==> src/rtl/sram_page_sel.sv <==
module sram_page_sel #(
  parameter int PAGE_W   = 3,
  parameter int OFS_W    = 8,
  parameter int RBUS_W   = 8,
  parameter int KIND_W   = 3,
  parameter logic [RBUS_W-1:0] CUR_RA = 8'hD0,
  parameter logic [RBUS_W-1:0] STK_RA = 8'hD1,
  parameter logic [RBUS_W-1:0] IDX_RA = 8'hD3,
  parameter logic [RBUS_W-1:0] IRD_RA = 8'hD4
) (
  input  logic                      clk,
  input  logic                      rst_n,
  input  logic                      reg_wr,
  input  logic                      reg_bank,
  input  logic [RBUS_W-1:0]         reg_addr,
  input  logic [RBUS_W-1:0]         reg_wdata,
  output logic [RBUS_W-1:0]         reg_rdata,
  input  logic [KIND_W-1:0]         acc_kind,
  input  logic [1:0]                flag_pg,
  input  logic [OFS_W-1:0]          acc_offset,
  output logic [PAGE_W+OFS_W-1:0]   sram_addr
);

  localparam int ADDR_W = PAGE_W + OFS_W;
  localparam int PAD_W  = RBUS_W - PAGE_W;

  localparam logic [KIND_W-1:0] K_DIR  = KIND_W'(0);
  localparam logic [KIND_W-1:0] K_STK  = KIND_W'(1);
  localparam logic [KIND_W-1:0] K_SIDX = KIND_W'(2);
  localparam logic [KIND_W-1:0] K_DIDX = KIND_W'(3);
  localparam logic [KIND_W-1:0] K_IPTR = KIND_W'(4);
  localparam logic [KIND_W-1:0] K_IRD  = KIND_W'(5);

  logic [PAGE_W-1:0] cur_pg, stk_pg, idx_pg, ird_pg;
  logic [PAGE_W-1:0] dir_pg, ix_pg, sel_pg;

  wire bank0  = ~reg_bank;
  wire wr_cur = reg_wr & bank0 & (reg_addr == CUR_RA);
  wire wr_stk = reg_wr & bank0 & (reg_addr == STK_RA);
  wire wr_idx = reg_wr & bank0 & (reg_addr == IDX_RA);
  wire wr_ird = reg_wr & bank0 & (reg_addr == IRD_RA);

  always_ff @(posedge clk or negedge rst_n) begin
    if (!rst_n) begin
      cur_pg <= '0;
      stk_pg <= '0;
      idx_pg <= '0;
      ird_pg <= '0;
    end else begin
      if (wr_cur) cur_pg <= reg_wdata[PAGE_W-1:0];
      if (wr_stk) stk_pg <= reg_wdata[PAGE_W-1:0];
      if (wr_idx) idx_pg <= reg_wdata[PAGE_W-1:0];
      if (wr_ird) ird_pg <= reg_wdata[PAGE_W-1:0];
    end
  end

  always_comb begin
    reg_rdata = '0;
    if (bank0) begin
      unique case (reg_addr)
        CUR_RA:  reg_rdata = {{PAD_W{1'b0}}, cur_pg};
        STK_RA:  reg_rdata = {{PAD_W{1'b0}}, stk_pg};
        IDX_RA:  reg_rdata = {{PAD_W{1'b0}}, idx_pg};
        IRD_RA:  reg_rdata = {{PAD_W{1'b0}}, ird_pg};
        default: reg_rdata = '0;
      endcase
    end
  end

  assign dir_pg = (flag_pg == 2'b00) ? '0 : cur_pg;

  always_comb begin
    unique case (flag_pg)
      2'b10:   ix_pg = idx_pg;
      2'b11:   ix_pg = stk_pg;
      default: ix_pg = '0;
    endcase
  end

  always_comb begin
    unique case (acc_kind)
      K_DIR, K_IPTR:  sel_pg = dir_pg;
      K_STK:          sel_pg = stk_pg;
      K_SIDX, K_DIDX: sel_pg = ix_pg;
      K_IRD:          sel_pg = ird_pg;
      default:        sel_pg = '0;
    endcase
  end

  assign sram_addr = {sel_pg, acc_offset};

  wire is_ix = (acc_kind == K_SIDX) || (acc_kind == K_DIDX);
  wire [PAGE_W-1:0] out_pg = sram_addr[ADDR_W-1:OFS_W];


  stk_write_next_chk: assert property (@(posedge clk) disable iff (!rst_n)
    wr_stk |=> (acc_kind != K_STK || out_pg == $past(reg_wdata[PAGE_W-1:0])));


  idx_write_next_chk: assert property (@(posedge clk) disable iff (!rst_n)
    wr_idx |=> (!is_ix || flag_pg != 2'b10 || out_pg == $past(reg_wdata[PAGE_W-1:0])));


  ird_write_next_chk: assert property (@(posedge clk) disable iff (!rst_n)
    wr_ird |=> (acc_kind != K_IRD || out_pg == $past(reg_wdata[PAGE_W-1:0])));


  ix_page0_chk: assert property (@(posedge clk) disable iff (!rst_n)
    (is_ix && !flag_pg[1]) |-> (out_pg == '0));


  offset_pass_chk: assert property (@(posedge clk) disable iff (!rst_n)
    sram_addr[OFS_W-1:0] == acc_offset);


  rdata_pad_chk: assert property (@(posedge clk) disable iff (!rst_n)
    reg_rdata[RBUS_W-1:PAGE_W] == '0);

endmodule

==> config.mk <==
export PLATFORM = sky130hd
export DESIGN_NAME = sram_page_sel
export DESIGN_NICKNAME = d
export VERILOG_FILES = /design/src/rtl/sram_page_sel.sv
export SDC_FILE = /design/constraint.sdc
export NUM_CORES = 1
export LEC_CHECK = 0
export CAP_MARGIN = 20
export CORE_UTILIZATION = 37
export DETAILED_ROUTE_END_ITERATION = 8
export GPL_TIMING_DRIVEN = 0
export PLACE_DENSITY = 0.79
export SYNTH_ARGS = -nofsm -noshare
export SYNTH_HDL_FRONTEND = slang
export SYNTH_SLANG_ARGS = --single-unit
==> constraint.sdc <==
create_clock -name clk -period 1.37 [get_ports clk]
set_input_delay 0.2055 -clock clk [delete_from_list [all_inputs] [get_ports clk]]
set_output_delay 0.2055 -clock clk [all_outputs]
set_load 0.01 [all_outputs]
==> metrics.txt, run 1 <==
number of register bits inferred by synthesis 12; number of cell instances on the worst register-to-register path 2; hold_ws around 0.29 ns; Final Cell Area 1520 sq um; skew final 0 ns; CTS tree done; # hold bufs at CTS 0; critical path, cell by cell mux2_2 -> a221oi_1 -> nor3_1 -> buf_2; capturing element type of the critical path output pin; minimum setup slack in the final design -0.302 ns; HPWL after detailed placement between 1500 and 2000 microns; antenna cell count 0; Max Cap Violations 0; Worst-path clk slew approximately 0.070 ns; TritonCTS Sinks 12; area share of the leading cell type in the synthesized netlist about a third; Worst-Skew Late Latency approximately 0.26 ns; via count between 800 and 900; Power per Cell Area around 550 nW/um^2; floorplan die height 51.2 microns; hold crit path type in2async; H-tree levels 1; per-instance average area after synthesis between 10 and 15 sq um; slowest stage cell, crit path sky130_fd_sc_hd__dfrtp_1; I/O pins 52; first-pass GRT wire length roughly 4100 microns; average vias per placed instance ~5.4; Die X roughly 50 microns; DR pass1 iterations 4; number of global-route vias before repair between 800 and 900; fin cells ~160; most common cell after layout, fill and taps aside sky130_fd_sc_hd__buf_4; number of distinct library cells after synthesis 26; Util after Layout 67.5%; Post-Syn Instances 82; outcome finished, violations left; count of antenna-violating nets left after detailed routing 0; gate family responsible for the most delay along the worst path flip-flops; worst flop-to-flop path startpoint cur_pg[1]; cell type with the highest aggregate area in the netlist sky130_fd_sc_hd__dfrtp_1; violations in the final reports setup timing; number of buffers on the longest clock path 2; fin crit period between 1.5 and 2 ns; die area 2620 sq um; share of layout cells above drive strength 1 54.5%; Congestion Overflow GR 0; arrival time of the worst setup path between 1 and 1.5 ns; Net count, final around 170; Clock Root Buffer sky130_fd_sc_hd__clkbuf_4; kind of launch point of the worst setup path flop; final setup fails 11; worst reg2reg setup slack ~0.44 ns; Achievable Freq 598 MHz; buffering stage count on the worst path with inverters included 1; number of placement rows 17; register area share after synthesis 33.5%; PortBufs 32; antenna violations before repair 0; core outline area ~2300 sq um; Layout Area Growth over Synthesis 69.8%; cell types with the largest area share after synthesis sky130_fd_sc_hd__dfrtp_1 34%, sky130_fd_sc_hd__mux2_2 15%, sky130_fd_sc_hd__buf_4 11%, sky130_fd_sc_hd__mux2i_1 7.8%, sky130_fd_sc_hd__nor4_4 4.7%; Layout fillers 173; worst max-slew margin expressed relative to the limit between 60% and 70%; Worst Max-Slew Pin Slew roughly 0.55 ns; starting density of the core between 30% and 40%; aggregate global-route resource usage 21.5%; Cell Area, Synth 896 sq um; WP depth 4; CP Class reg2out; Total Neg Setup Slack -1.80 ns; highest-count cells in the layout ignoring fill and taps 22 x sky130_fd_sc_hd__buf_4, 12 x sky130_fd_sc_hd__dfrtp_1, 12 x sky130_fd_sc_hd__clkdlybuf4s50_1; leakage power roughly 0.75 nW; setup repair after global routing missed its margin yes; pins over their slew limit 0; largest fanout of any net on the critical path 3; DRC violations left 0; Required @ worst endpoint 1.16 ns; number of placed instances with taps included between 100 and 150; synth warn 0; initial detailed-routing violation count 8; instance area after placement around 1300 sq um; Detailed Route WL 2810 microns; fraction of the cycle the final worst path needs 122%; gp weighted congestion about 0.79; largest net degree at the start of global routing 13; Inserted Clock Buffers 3; worst stage delay on the critical path approximately 0.4 ns; launch point of the worst path cur_pg[2]; per-cell routed wire length approximately 17 microns; final hold violations 0; largest vdd supply drop 0.000450 V
## metrics by stage
stage,setup WS [ns],total power [mW]
detailed placement,-1.10,0.588
floorplan,-0.147,0.474
CTS,-0.249,0.814
global placement,-1.07,0.583
finish,-0.302,0.843
global route,-0.329,0.889
## synth_stat cells
| cell | instances |
|---|---|
| sky130_fd_sc_hd__a211o_1 | 1 |
| sky130_fd_sc_hd__a21o_1 | 2 |
| sky130_fd_sc_hd__a221oi_1 | 3 |
| sky130_fd_sc_hd__a31oi_1 | 3 |
| sky130_fd_sc_hd__buf_4 | 13 |
| sky130_fd_sc_hd__buf_6 | 1 |
| sky130_fd_sc_hd__conb_1 | 1 |
| sky130_fd_sc_hd__dfrtp_1 | 12 |
| sky130_fd_sc_hd__inv_1 | 1 |
| sky130_fd_sc_hd__mux2_1 | 3 |
| sky130_fd_sc_hd__mux2_2 | 12 |
| sky130_fd_sc_hd__mux2i_1 | 7 |
| sky130_fd_sc_hd__nand2_1 | 1 |
| sky130_fd_sc_hd__nand2b_1 | 1 |
| sky130_fd_sc_hd__nand3_1 | 1 |
| sky130_fd_sc_hd__nand3b_1 | 1 |
| sky130_fd_sc_hd__nand4_1 | 2 |
| sky130_fd_sc_hd__nand4b_1 | 1 |
| sky130_fd_sc_hd__nor2_1 | 4 |
| sky130_fd_sc_hd__nor3_1 | 4 |
| sky130_fd_sc_hd__nor3b_1 | 1 |
| sky130_fd_sc_hd__nor4_4 | 2 |
| sky130_fd_sc_hd__nor4b_1 | 1 |
| sky130_fd_sc_hd__nor4bb_1 | 1 |
| sky130_fd_sc_hd__o22ai_1 | 2 |
| sky130_fd_sc_hd__or4_4 | 1 |
## cell type report
class	count	area (sq um)	share of cell area, %
multi-input cells	59	663	43.6
repair buffers	45	388	25.5
flip-flops and latches	12	300	19.7
plain buffers	14	109	7.15
well taps	28	35.0	2.30
clock buffers	3	22.5	1.48
inverters	1	3.75	0.247
## cells by family (layout without fill, tap and decap cells)
family	after synthesis	in the layout	synth area share, %
mux	22	22	26.7
flops	12	12	33.5
buf+inv	15	63	12.6
compound gates	11	11	9.08
other cells	1	5	0.419
simple gates	21	21	17.7
## flip-flops by register name (all words and copies together) (netlist names)
signal	count
ird_pg	3
cur_pg	3
stk_pg	3
idx_pg	3
## metal layers
metal | global-route usage (%) | up-vias | share of wire, %
li1 | - | 406 | -
met3 | 3.87 | 6 | 6.2
met1 | 26.0 | 426 | 39
met2 | 36.2 | 44 | 53
met4 | 11.1 | 0 | 1.7
met5 | 0 | - | 0
## worst register-to-register path: stages, from the launching register on
cell	delay [ns]
sky130_fd_sc_hd__dfrtp_1	0.40
sky130_fd_sc_hd__buf_4	0.15
sky130_fd_sc_hd__mux2_2	0.27
## final timing paths
check / to
max in group asynchronous: cur_pg[2]
worst max-delay path: reg_rdata[2]
worst min-delay path: ird_pg[1]
worst max register to register: cur_pg[1]
worst min register to register: idx_pg[2]
min in group clk: ird_pg[2]
## where the power goes
group | total (mW) | internal (mW) | switching (mW)
clock network | 0.207 | 0.102 | 0.105
logic | 0.262 | 0.145 | 0.117
registers | 0.374 | 0.364 | 0.0108
total | 0.843 | 0.610 | 0.233
## repair_timing
action	4_1_cts	5_1_grt
endpoints found under the setup margin	18	18
setup buffers	9	4
pin swaps	16	5
resized for setup	71	21
Note: power is estimated with default switching activity, not from simulation.
==> inputs of run 2 (changes only) <==
CORE_MARGIN = 2   (was unset)
==> run 2 against run 1 <==
  * The run still ends with setup timing left
  * Combinational power down 4%
  * Sequential cell count did not move
  * Hold slack worse by 0.0074 ns
  * Routed wire length is 2.8% lower
  * First-iteration DRC count decreased by 63%
  * Critical path type unchanged
  * Critical endpoint is now reg_rdata[1]
  * Largest cell class unchanged
==> metrics.txt, run 2 (synthesis gave the netlist of run 1 again) <==
starting density of the core 39.7% (unchanged); floorplan die height 53.2 microns (was 51.2 microns); Util after Layout 65.8% (was 67.5%); # hold bufs at CTS 0 (unchanged); leakage power 0.767 nW (was 0.746 nW); worst max-slew margin expressed relative to the limit 64.5% (was 63.4%); Layout fillers 177 (was 173); CTS tree done (unchanged); largest vdd supply drop 0.000591 V (was 0.000450 V); aggregate global-route resource usage 18.3% (was 21.5%); highest-count cells in the layout ignoring fill and taps 22 x sky130_fd_sc_hd__buf_4, 13 x sky130_fd_sc_hd__clkdlybuf4s50_1, 12 x sky130_fd_sc_hd__dfrtp_1 (was 22 x sky130_fd_sc_hd__buf_4, 12 x sky130_fd_sc_hd__dfrtp_1, 12 x sky130_fd_sc_hd__clkdlybuf4s50_1); PortBufs 32 (unchanged); skew final 0 ns (unchanged); number of cell instances on the worst register-to-register path 2 (unchanged); hold_ws 0.281 ns (was 0.288 ns); capturing element type of the critical path output pin (unchanged); core outline area 2250 sq um (unchanged); Max Cap Violations 0 (unchanged); most common cell after layout, fill and taps aside sky130_fd_sc_hd__buf_4 (unchanged); gate family responsible for the most delay along the worst path flip-flops (unchanged); antenna violations before repair 0 (unchanged); Required @ worst endpoint 1.16 ns (about the same); DRC violations left 0 (unchanged); slowest stage cell, crit path sky130_fd_sc_hd__dfrtp_1 (unchanged); minimum setup slack in the final design -0.282 ns (was -0.302 ns); per-cell routed wire length 17.1 microns (was 17.4 microns); number of global-route vias before repair 829 (was 870); critical path, cell by cell mux2_4 -> a221oi_2 -> nor3_2 -> buf_2 (was mux2_2 -> a221oi_1 -> nor3_1 -> buf_2); antenna cell count 0 (unchanged); I/O pins 52 (unchanged); Total Neg Setup Slack -1.56 ns (was -1.80 ns); fraction of the cycle the final worst path needs 121% (was 122%); multi-input logic area 631 sq um (was 663 sq um); number of placement rows 17 (unchanged); Net count, final 166 (was 169); final hold violations 0 (unchanged); worst reg2reg setup slack 0.42 ns (was 0.44 ns); buffering stage count on the worst path with inverters included 1 (unchanged); HPWL after detailed placement 1860 microns (was 1740 microns); arrival time of the worst setup path 1.45 ns (was 1.47 ns); number of buffers on the longest clock path 2 (unchanged); TritonCTS Sinks 12 (unchanged); violations in the final reports setup timing (unchanged); Die X 53.2 microns (was 51.2 microns); fin crit period 1.65 ns (was 1.67 ns); Congestion Overflow GR 0 (unchanged); setup repair after global routing missed its margin yes (unchanged); share of layout cells above drive strength 1 51.5% (was 54.5%); Worst-path clk slew 0.07 ns (about the same); largest net degree at the start of global routing 13 (unchanged); Inserted Clock Buffers 3 (unchanged); via count 847 (was 882); outcome finished, violations left (unchanged); average vias per placed instance 5.29 (was 5.44); Register Area 300 sq um (unchanged); pins over their slew limit 0 (unchanged); Clock Root Buffer sky130_fd_sc_hd__clkbuf_4 (unchanged); CP Class reg2out (unchanged); first-pass GRT wire length 3740 microns (was 4130 microns); Achievable Freq 605 MHz (was 598 MHz); initial detailed-routing violation count 3 (was 8); die area 2830 sq um (was 2620 sq um); kind of launch point of the worst setup path flop (unchanged); WP depth 4 (unchanged); gp weighted congestion 0.809 (was 0.792); DR pass1 iterations 4 (unchanged); final setup fails 12 (was 11); hold crit path type in2async (unchanged); Worst Max-Slew Pin Slew 0.530 ns (was 0.547 ns); worst stage delay on the critical path 0.40 ns (about the same); Detailed Route WL 2730 microns (was 2810 microns); Power per Cell Area 607 nW/um^2 (was 554 nW/um^2); H-tree levels 1 (unchanged); largest fanout of any net on the critical path 2 (was 3); Worst-Skew Late Latency 0.27 ns (was 0.26 ns); count of antenna-violating nets left after detailed routing 0 (unchanged); Layout Area Growth over Synthesis 65.6% (was 69.8%)
==> run 2: final timing paths <==
kind,endpoint,start
min,ird_pg[2],rst_n
min in group clk,stk_pg[1],reg_addr[5]
max,reg_rdata[1],stk_pg[1]
min reg2reg,idx_pg[0],idx_pg[0]
max in group asynchronous,ird_pg[0],rst_n
max reg2reg,stk_pg[2],stk_pg[2]
==> run 2: metal layers <==
metal | share of wire (%) | wire (microns) | GRT usage, %
met2 | 52 | 1420 | 31.1
met3 | 7.2 | 198 | 3.67
met1 | 40 | 1090 | 23.3
met4 | 1.0 | 28 | 5.13
met5 | 0 | 0 | 0
==> run 2: layout make-up <==
type                    count  share of cell area, %
plain buffers              14                   7.34
clock buffers               4                   2.45
inverters                   1                  0.253
multi-input cells          59                   42.5
flip-flops and latches     12                   20.2
well taps                  28                   2.36
repair buffers             42                   24.9
==> run 2: what timing repair did <==
item | in CTS | in global routing
gates resized for setup | 54 | 34
pin swaps | 14 | 13
setup buffers | 6 | 4
endpoints found under the setup margin | 18 | 18
==> run 2: per-stage QoR <==
| stage | instances | power [mW] | cell area, sq um | worst slack [ns] |
|---|---|---|---|---|
| after floorplan | 86 | 0.474 | 911 | -0.147 |
| after global placement | 146 | 0.583 | 1270 | -1.06 |
| after detailed placement | 146 | 0.590 | 1270 | -1.13 |
| final | 160 | 0.901 | 1480 | -0.282 |
| after CTS | 156 | 0.884 | 1390 | -0.269 |
| after global routing | 160 | 0.947 | 1480 | -0.348 |
==> run 2: power breakdown <==
| part | switching [mW] | internal, mW |
|---|---|---|
| clock network | 0.114 | 0.161 |
| logic | 0.110 | 0.142 |
| registers | 0.00989 | 0.363 |
| total | 0.234 | 0.667 |
==> run 2: worst register-to-register path, stage by stage, from the launching register on <==
cell and delay [ns]:
sky130_fd_sc_hd__dfrtp_1 0.42, sky130_fd_sc_hd__buf_4 0.15, sky130_fd_sc_hd__mux2_4 0.26
